File: config.mk
export PLATFORM = sky130hd
export DESIGN_NAME = frac_clk_scaler
export DESIGN_NICKNAME = d
export VERILOG_FILES = /design/src/rtl/frac_clk_scaler_pkg.sv /design/src/rtl/frac_clk_scaler_commit.sv /design/src/rtl/frac_clk_scaler_accum.sv /design/src/rtl/frac_clk_scaler_postdiv.sv /design/src/rtl/frac_clk_scaler.sv
export SDC_FILE = /design/constraint.sdc
export NUM_CORES = 1
export LEC_CHECK = 0
export ABC_AREA = 1
export CELL_PAD_IN_SITES_DETAIL_PLACEMENT = 0
export CELL_PAD_IN_SITES_GLOBAL_PLACEMENT = 1
export CORE_MARGIN = 4
export CORE_UTILIZATION = 36
export DETAILED_ROUTE_END_ITERATION = 16
export PLACE_DENSITY_LB_ADDON = 0.1
export SLEW_MARGIN = 20
export SYNTH_ARGS = -nofsm -noshare
export SYNTH_HDL_FRONTEND = slang
export SYNTH_SLANG_ARGS = --single-unit
export TNS_END_PERCENT = 5
File: constraint.sdc
create_clock -name clk -period 2.2 [get_ports clk]
set_input_delay 0.66 -clock clk [delete_from_list [all_inputs] [get_ports clk]]
set_output_delay 0.66 -clock clk [all_outputs]
set_load 0.03 [all_outputs]
File: src/rtl/frac_clk_scaler_pkg.sv
package frac_clk_scaler_pkg;
  localparam int unsigned REG_W = 32;

  typedef enum logic [0:0] {
    COMMIT_IDLE    = 1'b0,
    COMMIT_PENDING = 1'b1
  } commit_state_e;
endpackage

File: src/rtl/frac_clk_scaler_commit.sv
module frac_clk_scaler_commit
  import frac_clk_scaler_pkg::*;
#(
  parameter int unsigned STEP_W    = 5,
  parameter int unsigned FIELD_LSB = 8
) (
  input  logic              clk,
  input  logic              rst_n,
  input  logic              rate_wr,
  input  logic [REG_W-1:0]  rate_wdata,
  input  logic              kick_wr,
  input  logic              kick_wbit,
  output logic [REG_W-1:0]  rate_q,
  output logic              busy,
  output logic              load,
  output logic [STEP_W-1:0] frm_cnt,
  output logic [STEP_W:0]   act_mult
);
  localparam int unsigned STEPS = 1 << STEP_W;
  localparam logic [STEP_W-1:0] LAST_POS = STEP_W'(STEPS - 1);
  localparam logic [STEP_W:0]   FULL     = (STEP_W+1)'(STEPS);

  commit_state_e       st_q, st_d;
  logic [REG_W-1:0]    rate_d;
  logic [STEP_W-1:0]   frm_d;
  logic [STEP_W:0]     mult_d;
  logic [STEP_W-1:0]   field;
  logic                frame_last;

  assign field      = rate_q[FIELD_LSB +: STEP_W];
  assign frame_last = (frm_cnt == LAST_POS);
  assign load       = (st_q == COMMIT_PENDING) && frame_last;
  assign busy       = (st_q == COMMIT_PENDING);

  always_comb begin
    rate_d = rate_q;
    if (rate_wr) rate_d = rate_wdata;

    st_d = st_q;
    unique case (st_q)
      COMMIT_IDLE:    if (kick_wr && kick_wbit) st_d = COMMIT_PENDING;
      COMMIT_PENDING: if (frame_last)           st_d = COMMIT_IDLE;
      default:                                  st_d = COMMIT_IDLE;
    endcase

    frm_d = frm_cnt + 1'b1;

    mult_d = act_mult;
    if (load) mult_d = FULL - {1'b0, field};
  end

  always_ff @(posedge clk or negedge rst_n) begin
    if (!rst_n) begin
      rate_q   <= '0;
      st_q     <= COMMIT_IDLE;
      frm_cnt  <= '0;
      act_mult <= FULL;
    end else begin
      rate_q   <= rate_d;
      st_q     <= st_d;
      frm_cnt  <= frm_d;
      act_mult <= mult_d;
    end
  end
endmodule

File: src/rtl/frac_clk_scaler_accum.sv
module frac_clk_scaler_accum #(
  parameter int unsigned STEP_W = 5
) (
  input  logic            clk,
  input  logic            rst_n,
  input  logic            load,
  input  logic [STEP_W:0] mult,
  output logic            pulse
);
  logic [STEP_W-1:0] acc_q, acc_d;
  logic [STEP_W:0]   sum;

  assign sum   = {1'b0, acc_q} + mult;
  assign pulse = sum[STEP_W];

  always_comb begin
    acc_d = sum[STEP_W-1:0];
    if (load) acc_d = '0;
  end

  always_ff @(posedge clk or negedge rst_n) begin
    if (!rst_n) acc_q <= '0;
    else        acc_q <= acc_d;
  end
endmodule

File: src/rtl/frac_clk_scaler_postdiv.sv
module frac_clk_scaler_postdiv #(
  parameter int unsigned POST_DIV = 3
) (
  input  logic clk,
  input  logic rst_n,
  input  logic load,
  input  logic en_in,
  output logic en_out
);
  generate
    if (POST_DIV <= 1) begin : g_bypass
      assign en_out = en_in;
    end else begin : g_count
      localparam int unsigned DIV_W = $clog2(POST_DIV);
      localparam logic [DIV_W-1:0] TOP = DIV_W'(POST_DIV - 1);
      logic [DIV_W-1:0] cnt_q, cnt_d;
      logic             at_top;

      assign at_top = (cnt_q == TOP);
      assign en_out = en_in && at_top;

      always_comb begin
        cnt_d = cnt_q;
        if (en_in) cnt_d = at_top ? '0 : cnt_q + 1'b1;
        if (load)  cnt_d = '0;
      end

      always_ff @(posedge clk or negedge rst_n) begin
        if (!rst_n) cnt_q <= '0;
        else        cnt_q <= cnt_d;
      end
    end
  endgenerate
endmodule

File: src/rtl/frac_clk_scaler.sv
module frac_clk_scaler
  import frac_clk_scaler_pkg::*;
#(
  parameter int unsigned STEP_W    = 5,
  parameter int unsigned FIELD_LSB = 8,
  parameter int unsigned POST_DIV  = 3
) (
  input  logic              clk,
  input  logic              rst_n,
  input  logic              rate_wr,
  input  logic [REG_W-1:0]  rate_wdata,
  input  logic              kick_wr,
  input  logic              kick_wbit,
  output logic [REG_W-1:0]  rate_rdata,
  output logic              kick_busy,
  output logic              fast_en,
  output logic              slow_en
);
  logic              rst_meta, rst_ns;
  logic              load;
  logic [STEP_W-1:0] frm_cnt;
  logic [STEP_W:0]   act_mult;

  always_ff @(posedge clk or negedge rst_n) begin
    if (!rst_n) begin
      rst_meta <= 1'b0;
      rst_ns   <= 1'b0;
    end else begin
      rst_meta <= 1'b1;
      rst_ns   <= rst_meta;
    end
  end

  frac_clk_scaler_commit #(.STEP_W(STEP_W), .FIELD_LSB(FIELD_LSB)) u_commit (
    .clk(clk), .rst_n(rst_ns),
    .rate_wr(rate_wr), .rate_wdata(rate_wdata),
    .kick_wr(kick_wr), .kick_wbit(kick_wbit),
    .rate_q(rate_rdata), .busy(kick_busy), .load(load),
    .frm_cnt(frm_cnt), .act_mult(act_mult)
  );

  frac_clk_scaler_accum #(.STEP_W(STEP_W)) u_accum (
    .clk(clk), .rst_n(rst_ns), .load(load), .mult(act_mult), .pulse(fast_en)
  );

  frac_clk_scaler_postdiv #(.POST_DIV(POST_DIV)) u_post (
    .clk(clk), .rst_n(rst_ns), .load(load), .en_in(fast_en), .en_out(slow_en)
  );
endmodule

==> impl_metrics.tcl <==
set metrics [dict create \
    routed_via_density 4.54 \
    die_height_um 87.6 \
    cts_buffer_depth 2 \
    critPathArrivalTime_ns 1.67 \
    fin_nets 310 \
    wire_per_inst_um 13.6 \
    routed_wl_um 4610 \
    reg2reg_setup_slack_ns 0.54 \
    p_leak_nw 1.51 \
    synth_area_per_cell_um2 12.5 \
    synth_seq_cells 53 \
    cp-start-kind "flip-flop" \
    numCtsBuffers 5 \
    initial_utilization_pct 37.8 \
    io_pins 72 \
    p_total_mw 3.01 \
    vias 1543 \
    period_share_pct 106 \
    fin_ws_ns -0.135 \
    rows 28 \
    grt.total_usage_pct 12.9 \
    cts_sinks 53 \
    drt-pass1-iter-count 4 \
    postRouteAntennaNets 0 \
    p_per_area_nw_per_um2 912 \
    grt_pass1_wl_um 7660 \
    critPathRequiredTime_ns 1.54 \
    hold_viol 0 \
    htreeDepth 2 \
    synth_cell_types 23 \
    hpwl_um 3330 \
    endpoint_kind "primary output" \
    synth.net_count 228 \
    setup_violations 2 \
    cap_violations 0 \
    final_area_um2 3300 \
    overflow 0 \
    antenna_found_initial 0 \
    dpl_worst_slack_ns 0.156 \
    ys_warn_count 0 \
    hp-class "reg2async" \
    cts_tree "built" \
    grt_max_degree 47 \
    violations "negative setup slack" \
    cts-root-buf "clkbuf_8" \
    skew_ns 0.0116 \
    clock_latency_ns 0.30 \
    diodes 0 \
    r2r-end "u_accum.acc_q[4]" \
    syn_to_final_growth_pct 44.9 \
    drc 0 \
    gp_congestion 0.758 \
    drive_gt1_share_pct 23.8 \
    die_area_um2 7670 \
    coreArea_um2 6030 \
    hold_ws_ns 0.0896 \
    max_freq_mhz 428 \
    ir_worst_vdd_mv 0.530 \
    path_class "reg2out" \
    drt_iter0_markers 30 \
    rr_startpoint "u_commit.act_mult[0]" \
    portBuffers 71 \
    path_clk_slew_ns 0.10 \
    finalCriticalPeriod_ns 2.33 \
    crit_fanout 3 \
    maxSlewViolCount 0 \
    synth_seq_area_share_pct 58.3 \
    rr_worst_depth 7 \
    grt_pass1_vias 1597 \
    netlist_area_um2 2280 \
    synthCells 182 \
    placedInstanceArea_um2 3070 \
    status "finished with violations" \
    utilization_pct 54.8 \
    rsz0062_at_grt "true" \
    die_w_um 87.6 \
]
## area by class of cell
type                    instances  area (um^2)
clock buffers                   7         86.3
clock inverters                 1         30.0
fillers                       565         2730
inverters                      18         67.6
multi-input cells             105          898
flip-flops and latches         53         1330
well taps                      75         93.8
repair buffers                 81          796
## critical path, stage by stage, from the launching register on
cell and delay [ns]:
dfrtp_1 0.40, ha_1 0.29, nand2_1 0.07, nand2_2 0.08, nand3_4 0.09, nand2_2 0.05, nand2_2 0.10, nand2_4 0.07
nor2_4 0.10, buf_6 0.13
## power by group
| part | switching, mW | internal (mW) | total [mW] |
|---|---|---|---|
| Combinational | 0.585 | 0.548 | 1.13 |
| Clock | 0.302 | 0.371 | 0.673 |
| Sequential | 0.0852 | 1.12 | 1.20 |
| Total | 0.972 | 2.04 | 3.01 |
## per-stage QoR
stage	instances	TNS, ns
6_report	340	-0.225
5_1_grt	340	-0.476
4_1_cts	334	-0.250
3_5_place_dp	326	0
3_3_place_gp	326	0
2_1_floorplan	182	0
## sequential cells by signal, indices dropped and copies added, names as in the netlist
signal,cells
u_accum.acc_q,5
u_commit.rate_q,32
rst_meta,1
rst_ns,1
u_commit.act_mult,6
u_post.g_count.cnt_q,2
u_commit.busy,1
u_commit.frm_cnt,5
## synthesized netlist by cell type, drive strengths merged
| library cell | instances | share of area (%) |
|---|---|---|
| a21oi | 5 | 1.1 |
| a31oi | 1 | 0.27 |
| buf | 6 | 2.1 |
| clkinv | 1 | 0.16 |
| conb | 1 | 0.16 |
| dfrtp | 52 | 57 |
| dfstp | 1 | 1.2 |
| fa | 1 | 0.88 |
| ha | 8 | 4.4 |
| inv | 17 | 2.8 |
| mux2 | 27 | 17 |
| nand2 | 25 | 4.3 |
| nand3 | 7 | 1.8 |
| nand4 | 3 | 0.82 |
| nor2 | 10 | 1.6 |
| o21ai | 10 | 2.2 |
| o22ai | 2 | 0.55 |
| o31ai | 1 | 0.33 |
| xor2 | 4 | 1.5 |
## metal layers
layer | vias to the layer above | GRT usage (%) | wire [um]
met5 | - | 0 | 0
met4 | 0 | 3.35 | 53
met3 | 5 | 6.21 | 425
met2 | 42 | 18.8 | 2030
met1 | 736 | 17.4 | 2110
li1 | 760 | - | -
## worst max path at each step
stage | to | startpoint | cells past startpoint | slack, ns
after floorplan | slow_en | u_commit.act_mult[3] | 8 | 0.05
after global placement | slow_en | u_commit.act_mult[4] | 9 | 0.18
after detailed placement | slow_en | u_commit.act_mult[4] | 9 | 0.16
after CTS | slow_en | u_commit.act_mult[1] | 9 | -0.16
after global routing | slow_en | u_accum.acc_q[1] | 9 | -0.25
final | slow_en | u_accum.acc_q[1] | 9 | -0.13
## logic make-up (layout without fill, tap and decap cells)
kind of cell | Yosys count | after routing | synth area share [%]
DFF | 53 | 53 | 58.3
and+or+nand+nor | 45 | 45 | 8.57
muxes | 27 | 27 | 16.6
buffers and inverters | 24 | 107 | 5.11
AOI/OAI and AO/OA | 19 | 19 | 4.45
adders and majority gates | 9 | 9 | 5.27
xor gates and xnor gates | 4 | 4 | 1.54
other | 1 | 1 | 0.165
## cell usage in the layout (no fill, tap or decap), types with 5 or more instances in the layout
| cell type | netlist | final |
|---|---|---|
| buf_4 | 0 | 9 |
| clkbuf_8 | 0 | 6 |
| clkdlybuf4s50_1 | 0 | 68 |
| dfrtp_1 | 52 | 51 |
| ha_1 | 8 | 6 |
| inv_1 | 17 | 16 |
| mux2_2 | 7 | 7 |
| mux2_4 | 20 | 20 |
| nand2_1 | 23 | 20 |
| nand3_1 | 6 | 5 |
| nor2_1 | 10 | 8 |
| o21ai_0 | 10 | 10 |
## what timing repair did
item,CTS,global route
gates cloned,0,0
gates resized for setup,8,8
endpoints found under the setup margin,2,2
buffers inserted,0,6
hold buffers,0,0
pin swaps,1,8
(Power assumes the default switching activity.)
